$ cat config.mk
export PLATFORM = sky130hd
export DESIGN_NAME = bfx_unit
export DESIGN_NICKNAME = d
export VERILOG_FILES = /design/src/rtl/bfx_pkg.sv /design/src/rtl/bfx_legal_chk.sv /design/src/rtl/bfx_field_align.sv /design/src/rtl/bfx_extend.sv /design/src/rtl/bfx_unit.sv
export SDC_FILE = /design/constraint.sdc
export NUM_CORES = 1
export LEC_CHECK = 0
export ABC_AREA = 1
export ABC_CLOCK_PERIOD_IN_PS = 3200
export BUFFER_PORTS_ARGS = -buffer_cell sky130_fd_sc_hd__buf_2
export CELL_PAD_IN_SITES_DETAIL_PLACEMENT = 0
export CELL_PAD_IN_SITES_GLOBAL_PLACEMENT = 1
export CORE_ASPECT_RATIO = 1.5
export CORE_MARGIN = 2
export CORE_UTILIZATION = 37
export DETAILED_ROUTE_END_ITERATION = 8
export PLACE_DENSITY_LB_ADDON = 0.1
export SETUP_SLACK_MARGIN = 0.1
export SKIP_CTS_REPAIR_TIMING = 1
export SLEW_MARGIN = 20
export SYNTH_ARGS = -nofsm -noshare
export SYNTH_HDL_FRONTEND = slang
export SYNTH_SLANG_ARGS = --single-unit
$ cat constraint.sdc
create_clock -name clk -period 3.2 [get_ports clk]
set_clock_uncertainty 0.15 [all_clocks]
set_input_delay 0.32 -clock clk [delete_from_list [all_inputs] [get_ports clk]]
set_output_delay 0.32 -clock clk [all_outputs]
set_load 0.03 [all_outputs]
$ cat src/rtl/bfx_pkg.sv
// Package bfx_pkg
// Shared sizing for the bitfield extract unit. Assumes the datapath width
// is a power of two, so that a position needs exactly clog2 bits and a width
// needs one bit more (it must be able to hold the full datapath width).
package bfx_pkg;
    parameter int DATA_W = 32;
    localparam int LSB_W = $clog2(DATA_W);
    localparam int WID_W = LSB_W + 1;
endpackage

$ cat src/rtl/bfx_legal_chk.sv
// Module bfx_legal_chk
// Decides whether a position/width pair names a field that fits inside the
// datapath. Assumes the position is always within range (its width is
// clog2 of the datapath), so only a zero width or an overrun is illegal.
module bfx_legal_chk #(
    parameter int DATA_W = bfx_pkg::DATA_W,
    parameter int LSB_W  = $clog2(DATA_W),
    parameter int WID_W  = LSB_W + 1
) (
    input  logic [LSB_W-1:0] pos,
    input  logic [WID_W-1:0] len,
    output logic             fits
);
    localparam int SUM_W = WID_W + 1;

    logic [SUM_W-1:0] span_end;

    // Purpose: form one past the top field bit, then compare it to the word size.
    always_comb begin
        span_end = SUM_W'(pos) + SUM_W'(len);
        fits     = (len != '0) && (span_end <= SUM_W'(DATA_W));
    end
endmodule

$ cat src/rtl/bfx_field_align.sv
// Module bfx_field_align
// Shifts the source right so that the field starts at bit 0. It builds a
// mask of the field's bit positions and picks out the field's top bit.
// Assumes len is at most DATA_W when the caller uses the top bit. For other
// values the top bit reads as zero, and the caller discards the result.
module bfx_field_align #(
    parameter int DATA_W = bfx_pkg::DATA_W,
    parameter int LSB_W  = $clog2(DATA_W),
    parameter int WID_W  = LSB_W + 1
) (
    input  logic [DATA_W-1:0] src,
    input  logic [LSB_W-1:0]  pos,
    input  logic [WID_W-1:0]  len,
    output logic [DATA_W-1:0] aligned,
    output logic [DATA_W-1:0] fmask,
    output logic              top_bit
);
    // Purpose: move the field down to bit 0.
    always_comb begin
        aligned = src >> pos;
    end

    // One comparator per bit: the bit belongs to the field when its index is below len.
    for (genvar gi = 0; gi < DATA_W; gi++) begin : g_mask
        assign fmask[gi] = (WID_W'(gi) < len);
    end

    // Purpose: select the field's most significant bit after alignment.
    always_comb begin
        top_bit = 1'b0;
        if ((len != '0) && (len <= WID_W'(DATA_W))) begin
            top_bit = aligned[LSB_W'(len - WID_W'(1))];
        end
    end
endmodule

$ cat src/rtl/bfx_extend.sv
// Module bfx_extend
// Keeps the bits of an aligned value that lie inside the field mask and
// fills every other bit with the fill value. The fill value is the field's
// top bit in signed mode and zero otherwise. Assumes the mask is contiguous
// from bit 0.
module bfx_extend #(
    parameter int DATA_W = bfx_pkg::DATA_W
) (
    input  logic [DATA_W-1:0] aligned,
    input  logic [DATA_W-1:0] fmask,
    input  logic              top_bit,
    input  logic              sign_en,
    output logic [DATA_W-1:0] ext
);
    logic fill;

    // Purpose: choose the value used for the bits above the field.
    always_comb begin
        fill = sign_en & top_bit;
    end

    // Per-bit select between field data and the fill value.
    for (genvar gi = 0; gi < DATA_W; gi++) begin : g_ext
        assign ext[gi] = fmask[gi] ? aligned[gi] : fill;
    end
endmodule

$ cat src/rtl/bfx_unit.sv
// Module bfx_unit (top)
// Bitfield extract with sign or zero fill and a one-cycle registered output.
// An out-of-range request yields a zero result with the illegal flag set.
// Assumes one request per cycle with no back-pressure. The reset is
// synchronous and active low.
module bfx_unit #(
    parameter int DATA_W = bfx_pkg::DATA_W,
    parameter int LSB_W  = $clog2(DATA_W),
    parameter int WID_W  = LSB_W + 1
) (
    input  logic              clk,
    input  logic              rst_n,
    input  logic              in_valid,
    input  logic [DATA_W-1:0] src_word,
    input  logic [LSB_W-1:0]  fld_lsb,
    input  logic [WID_W-1:0]  fld_width,
    input  logic              sign_sel,
    output logic              out_valid,
    output logic [DATA_W-1:0] out_result,
    output logic              out_illegal
);
    logic              req_legal;
    logic [DATA_W-1:0] aligned_w;
    logic [DATA_W-1:0] fmask_w;
    logic              top_w;
    logic [DATA_W-1:0] ext_w;
    logic [DATA_W-1:0] next_result;

    bfx_legal_chk #(.DATA_W(DATA_W), .LSB_W(LSB_W), .WID_W(WID_W)) legal_i (
        .pos  (fld_lsb),
        .len  (fld_width),
        .fits (req_legal)
    );

    bfx_field_align #(.DATA_W(DATA_W), .LSB_W(LSB_W), .WID_W(WID_W)) align_i (
        .src     (src_word),
        .pos     (fld_lsb),
        .len     (fld_width),
        .aligned (aligned_w),
        .fmask   (fmask_w),
        .top_bit (top_w)
    );

    bfx_extend #(.DATA_W(DATA_W)) ext_i (
        .aligned (aligned_w),
        .fmask   (fmask_w),
        .top_bit (top_w),
        .sign_en (sign_sel),
        .ext     (ext_w)
    );

    // Purpose: force the result to zero when the field does not fit.
    always_comb begin
        next_result = req_legal ? ext_w : '0;
    end

    // Purpose: output register stage, with a synchronous active-low clear.
    always_ff @(posedge clk) begin
        if (!rst_n) begin
            out_valid   <= 1'b0;
            out_result  <= '0;
            out_illegal <= 1'b0;
        end else begin
            out_valid <= in_valid;
            if (in_valid) begin
                out_result  <= next_result;
                out_illegal <= ~req_legal;
            end else begin
                out_illegal <= 1'b0;
            end
        end
    end

    // one-cycle latency, and the result holds while idle.
    a_r7_valid_follows: assert property (@(posedge clk) disable iff (!rst_n)
        in_valid |=> out_valid);
    a_r7_idle_hold: assert property (@(posedge clk) disable iff (!rst_n)
        !in_valid |=> (!out_valid && !out_illegal && $stable(out_result)));

    // a raised flag always comes with a valid, all-zero result.
    a_r5_illegal_zero: assert property (@(posedge clk) disable iff (!rst_n)
        out_illegal |-> (out_valid && out_result == '0));

    // a zero width, or a width larger than the room left above lsb, raises the flag.
    a_r2_range_flag: assert property (@(posedge clk) disable iff (!rst_n)
        (in_valid && (fld_width == '0 ||
            fld_width > (WID_W'(DATA_W) - WID_W'(fld_lsb)))) |=> out_illegal);

    // in zero-fill mode no bit outside the field mask is set.
    a_r4_zero_fill: assert property (@(posedge clk) disable iff (!rst_n)
        (in_valid && !sign_sel && req_legal) |-> ((ext_w & ~fmask_w) == '0));

    // in sign-fill mode, a set top bit makes every bit outside the mask one.
    a_r3_sign_fill: assert property (@(posedge clk) disable iff (!rst_n)
        (in_valid && sign_sel && req_legal && top_w) |-> ((ext_w | fmask_w) == '1));
endmodule

* Yosys cells after proc, flatten, opt, wreduce, memory -nomap -nowiden
Index checks and enable logic that the tools add are counted.
** Storage, ports and cells
- Register bits :: 34
- Bits of input ports :: 47
- Output and inout bits :: 34
- Logic and storage cells :: 83
** Operators by class
- $add $sub $neg :: 2
- Order comparisons :: 35
- Shift operators :: 1
- Mux-type cells :: 36
- Bitwise logic cells :: 2
- Reductions and logical operators :: 4
** Operators by type and width (count)
- $lt A5 B6 Y1 const A :: 16
- $lt A4 B6 Y1 const A :: 8
- $mux W1 :: 34
- $mux W32 :: 1
- $shr A32 B5 Y32 :: 1
- $lt A3 B6 Y1 const A :: 4
- $lt A1 B6 Y1 const A :: 2
- $lt A2 B6 Y1 const A :: 2
- $add A5 B6 Y7 :: 1
- $le A7 B6 Y1 const B :: 1
- $le A6 B6 Y1 const B :: 1
- $lt A5 B6 Y1 const B :: 1
- $reduce_bool A6 Y1 :: 1
- $bmux W1 S5 :: 1
- $sub A5 B1 Y5 const B :: 1
- $logic_and A1 B1 Y1 :: 2
- $reduce_and A2 Y1 :: 1
- $and A1 B1 Y1 :: 1
- $not A1 Y1 :: 1

* Logic depth before layout (Yosys ltp)
- Word-level depth :: 7
- Depth in mapped cells :: 21
- Mapped depth without buffers :: 19

* Hierarchy
From an unflattened synthesis, not the netlist that was laid out.
** Unflattened totals
- Cells, all modules :: 844
- Area total of the unflattened synthesis :: 4541.9 um2
** Modules (own cells, without submodules)
- bfx_field_align :: times used 1, cells each 514, area an instance 2361.0 um2, seq. area each 0.0 um2
- bfx_unit :: times used 1, cells each 149, area an instance 1357.6 um2, seq. area each 680.7 um2
- bfx_extend :: times used 1, cells each 134, area an instance 550.5 um2, seq. area each 0.0 um2
- bfx_legal_chk :: times used 1, cells each 47, area an instance 272.8 um2, seq. area each 0.0 um2

* Worst setup path before layout
OpenSTA, ideal clock, no wires.
- Kind :: input to register
- Start :: in fld_width[0]
- End :: reg out_result[23]
- Library setup time :: 70 ps
- Arrival :: 2338 ps
- Data required time :: 2980 ps
- Setup slack :: 641 ps
- Stages on the path :: 16
- Path buffers :: 3
- Cells stage by stage :: buf_2 clkinv_1 clkbuf_1 ha_1 inv_1 nor2_1 inv_1 nor2_1 a21oi_1 nand2_1 nor2_1 inv_2 buf_2 a21oi_1 nand2_1 a21oi_1
** Between the ends
- Longest elaborated chain between the ends :: 7
- Elaborated cells between the ends (all ways) :: 14
- Those cells by class :: add/sub: 2; order compare: 3; mux: 5; bitwise: 1; reduce/logical: 3
** Ends and longest elaborated chain
- from (decl) :: line bfx_unit.sv:16 : input logic [WID_W-1:0] fld_width,
- $sub A5 B1 Y5 :: line bfx_field_align.sv:32 : top_bit = aligned[LSB_W'(len - WID_W'(1))];
- $bmux W1 S5 :: line bfx_field_align.sv:32
- $mux W1 (not written as such) :: line bfx_field_align.sv:32
- $mux W1 :: line bfx_field_align.sv:31 : if ((len != '0) && (len <= WID_W'(DATA_W))) begin
- $and A1 B1 Y1 :: line bfx_extend.sv:19 : fill = sign_en & top_bit;
- $mux W1 :: line bfx_extend.sv:24 : assign ext[gi] = fmask[gi] ? aligned[gi] : fill;
- $mux W32 (*) :: line bfx_unit.sv:54 : next_result = req_legal ? ext_w : '0;
- to (signal assigned) :: line bfx_unit.sv:66 : out_result <= next_result;
- to (decl) :: line bfx_unit.sv:19 : output logic [DATA_W-1:0] out_result,
Mark *: on every way between the ends. The rest lies on a longest branch, timed or not. The select of a mux whose other input is x is not followed.
A chain may end at the register's enable or synchronous reset.

* Final worst setup path
- Start :: in fld_lsb[0]
- End :: reg out_result[27]
** Between the ends
- Longest elaborated chain between the ends :: 7
- Elaborated cells between the ends (all ways) :: 10
- Those cells by class :: add/sub: 1; order compare: 1; shift: 1; mux: 5; bitwise: 1; reduce/logical: 1
** Ends and longest elaborated chain
- from (decl) :: line bfx_unit.sv:15 : input logic [LSB_W-1:0] fld_lsb,
- $shr A32 B5 Y32 :: line bfx_field_align.sv:20 : aligned = src >> pos;
- $bmux W1 S5 :: line bfx_field_align.sv:32
- $mux W1 (not written as such) :: line bfx_field_align.sv:32
- $mux W1 :: line bfx_field_align.sv:31
- $and A1 B1 Y1 :: line bfx_extend.sv:19
- $mux W1 :: line bfx_extend.sv:24
- $mux W32 (*) :: line bfx_unit.sv:54
Marked as above.

==> impl_metrics.csv <==
group,metric,value,unit
route,first_iter_violations,205,
synth,syn_area,4031,um^2
synth,synthSimpleGateAreaFrac,0.5580,
critical_path,path_class,"input pin to register",
clocking,tritoncts,"built",
layout,final_common_cell,"nand2_1",
floorplan,die_h,131.8,um
layout,layout.nets,883,
synth,yosys.area_share.xor_xnor,0.01086,
global_route,grt_pass1_wl,24540,um
timing,drv_slew,0,
timing,finalSetupTns,0,ns
global_route,grt_pass1_vias,5028,
placed_design,gp_congestion,0.9213,
clocking,clock-sinks,34,
timing,rsz0062_at_grt,"false",
floorplan,core,10590,um^2
pwr,static-leakage-power,2.453,nW
clocking,clkTransAtPathRegs,0.05,ns
synth,syn_inst,770,
outcome,status,"finished clean",
timing,hold_viol,0,
synth,synthMuxAreaShare,0,
route,drc,0,
route,wl,15140,um
pwr,power_density,343.0,nW/um^2
layout,antennaDiodeCount,0,
route,ant_nets,0,
synth,synth-seq-cells,34,
timing,setup_viol,0,
synth,synth_top_family_by_area,"simple AND/OR/NAND/NOR gates",
layout,finalNonFillerCells,973,
placed_design,port_buffers,80,
hold_path,min_path_type,"input pin to register",
critical_path,critPathRequiredTime,3.24,ns
global_route,grt_start_max_net_pins,36,
placed_design,place_area,4562,um^2
critical_path,path_max_fanout,32,
pwr,peakVddDrop,0.0001595,V
synth,synth_cell_types,25,
critical_path,max_stage_delay,0.40,ns
route,vias_per_cell,5.416,
critical_path,arrival,2.64,ns
global_route,gr-usage-all-layers,0.2592,
synth,synth_fa_ha_area_frac,0.02669,
timing,max_clock_freq,384.7,MHz
critical_path,path_common_cell,"nand2_1",
critical_path,crit_path_end_kind,"register",
layout,layout_common_cells,"257 x nand2_1, 225 x nand3_1, 80 x buf_2",
layout,fillers,1278,
clocking,cts_root_buf,"clkbuf_16",
placed_design,post-place-cells,965,
route,drt_pre_antenna_iters,5,
synth,synth_compound_area_frac,0.1195,
clocking,cts_buffers,5,
global_route,overflow,0,
synth,synth_fp_nets,825,
layout,area_growth,16.82,%
clocking,worstSkewPairLatency,0.28,ns
timing,period_share,0.8123,
route,wl_per_cell,15.56,um
synth,syn_avg_cell_area,5.236,um^2
route,via_count,5270,
floorplan,die_w,89.23,um
synth,yosysSeqAreaShare,0.1688,
floorplan,design.die.area,11760,um^2
timing,worst_pin_slew,0.9370,ns
floorplan,row_count,46,
critical_path,slowest_stage,"inv_2",
critical_path,setup.worst_path.start_class,"input pin",
critical_path,crit_chain,"buf_2 > inv_2 > nand2_1 > nand2_1 > nand3_1 > nand2_1 > nand2_1 > inv_1 > nand2_1 > nand3_1 > nand3_1 > nand3_1 > nand3_1 > nand3_1 > nand2_2 > buf_12 > nand2_1 > nand2_1 > a21oi_1",
layout,final_area,4710,um^2
job,max_cap_viol_count,0,
timing,min_period,2.599,ns
clocking,htree_levels,2,
floorplan,ios,81,
synth,yosys_warnings,0,
layout,drive_above_1_share,0.1315,
pwr,total_power,1.615,mW
clocking,clock_path_buffers,2,
floorplan,start_util,0.3807,
global_route,antenna_found_initial,0,
placed_design,dpl.hpwl,12300,um
timing,slew_headroom,0.3747,
==> power breakdown <==
part | total, mW | switching (mW) | internal [mW]
Combinational | 0.679 | 0.462 | 0.217
Clock | 0.480 | 0.172 | 0.308
Sequential | 0.456 | 0.00941 | 0.447
==> worst max-delay path, delay by kind of cell <==
family	cells	cell delay (ns)
buf+inv	4	0.80
compound gates	1	0.12
simple gates	14	1.38
==> cell usage after synthesis <==
library cell  number  share of area
a21oi_1           67          0.083
clkbuf_1          16          0.015
or2_1              1         0.0016
nand3_1          225           0.28
buf_2             20          0.025
nand4_1            6         0.0093
inv_2              3         0.0028
fa_1               1         0.0050
buf_1              5         0.0047
nand2_1          257           0.24
o21ai_0           23          0.029
buf_4              3         0.0056
nor2_1            29          0.027
dfxtp_1           34           0.17
xnor2_1            1         0.0022
o211ai_1           1         0.0019
xor2_1             4         0.0087
nand2_2            1         0.0016
buf_6              3         0.0084
clkinv_1           4         0.0037
a31oi_1            1         0.0016
ha_1               7          0.022
o21ai_1            2         0.0025
o21a_1             1         0.0019
inv_1             55          0.051
==> final timing paths <==
| path | depth (start not counted) | startpoint | slack [ns] | endpoint |
|---|---|---|---|---|
| min reg2reg | 2 | out_result[18]$_SDFFE_PN0P_ | 0.31 | out_result[18]$_SDFFE_PN0P_ |
| max reg2reg | 2 | out_result[0]$_SDFFE_PN0P_ | 2.37 | out_result[0]$_SDFFE_PN0P_ |
| max | 19 | fld_lsb[0] | 0.60 | out_result[27]$_SDFFE_PN0P_ |
| min | 3 | in_valid | 0.12 | out_valid$_SDFF_PN0_ |
==> logic make-up (layout without fill, tap and decap cells) <==
family	Yosys count	count (layout)
AND/OR/NAND/NOR	519	519
buffers and inverters	109	168
AO/OA/AOI/OAI	95	95
flip-flops	34	34
adder cells (fa/ha/maj)	8	8
XOR/XNOR	5	5
==> flip-flops by register name, summed over array words and instances, names as in the netlist <==
name / flops
out_illegal: 1
out_result: 32
out_valid: 1
==> area by class of cell <==
cell class	instances	area [um^2]	share of cell area
Clock buffer	7	142.6	0.03029
Inverter	62	232.7	0.04942
Multi-Input combinational cell	627	2883	0.6121
Timing Repair Buffer	98	585.6	0.1243
Sequential cell	34	680.7	0.1445
Tap cell	144	180.2	0.03826
Clock inverter	1	5.005	0.001063
==> per-stage QoR <==
step | hold slack [ns] | util | worst slack (ns)
detailed placement | 0.3019 | 0.4308 | 0.3362
global placement | 0.2993 | 0.4308 | 0.3732
CTS | 0.1176 | 0.4447 | 0.6207
global route | 0.1462 | 0.4447 | 0.2518
finish | 0.1153 | 0.4447 | 0.6007
floorplan | 0.2812 | - | 0.6413
==> per-layer routing <==
layer  GRT usage  vias up  part of all wire
met4      0.1012        0             0.036
met2      0.4687      141              0.52
met1      0.3041     2427              0.41
li1            -     2669                 -
met5           0        -                 0
met3     0.02129       33             0.030
Note: power is estimated with default switching activity, not from simulation.
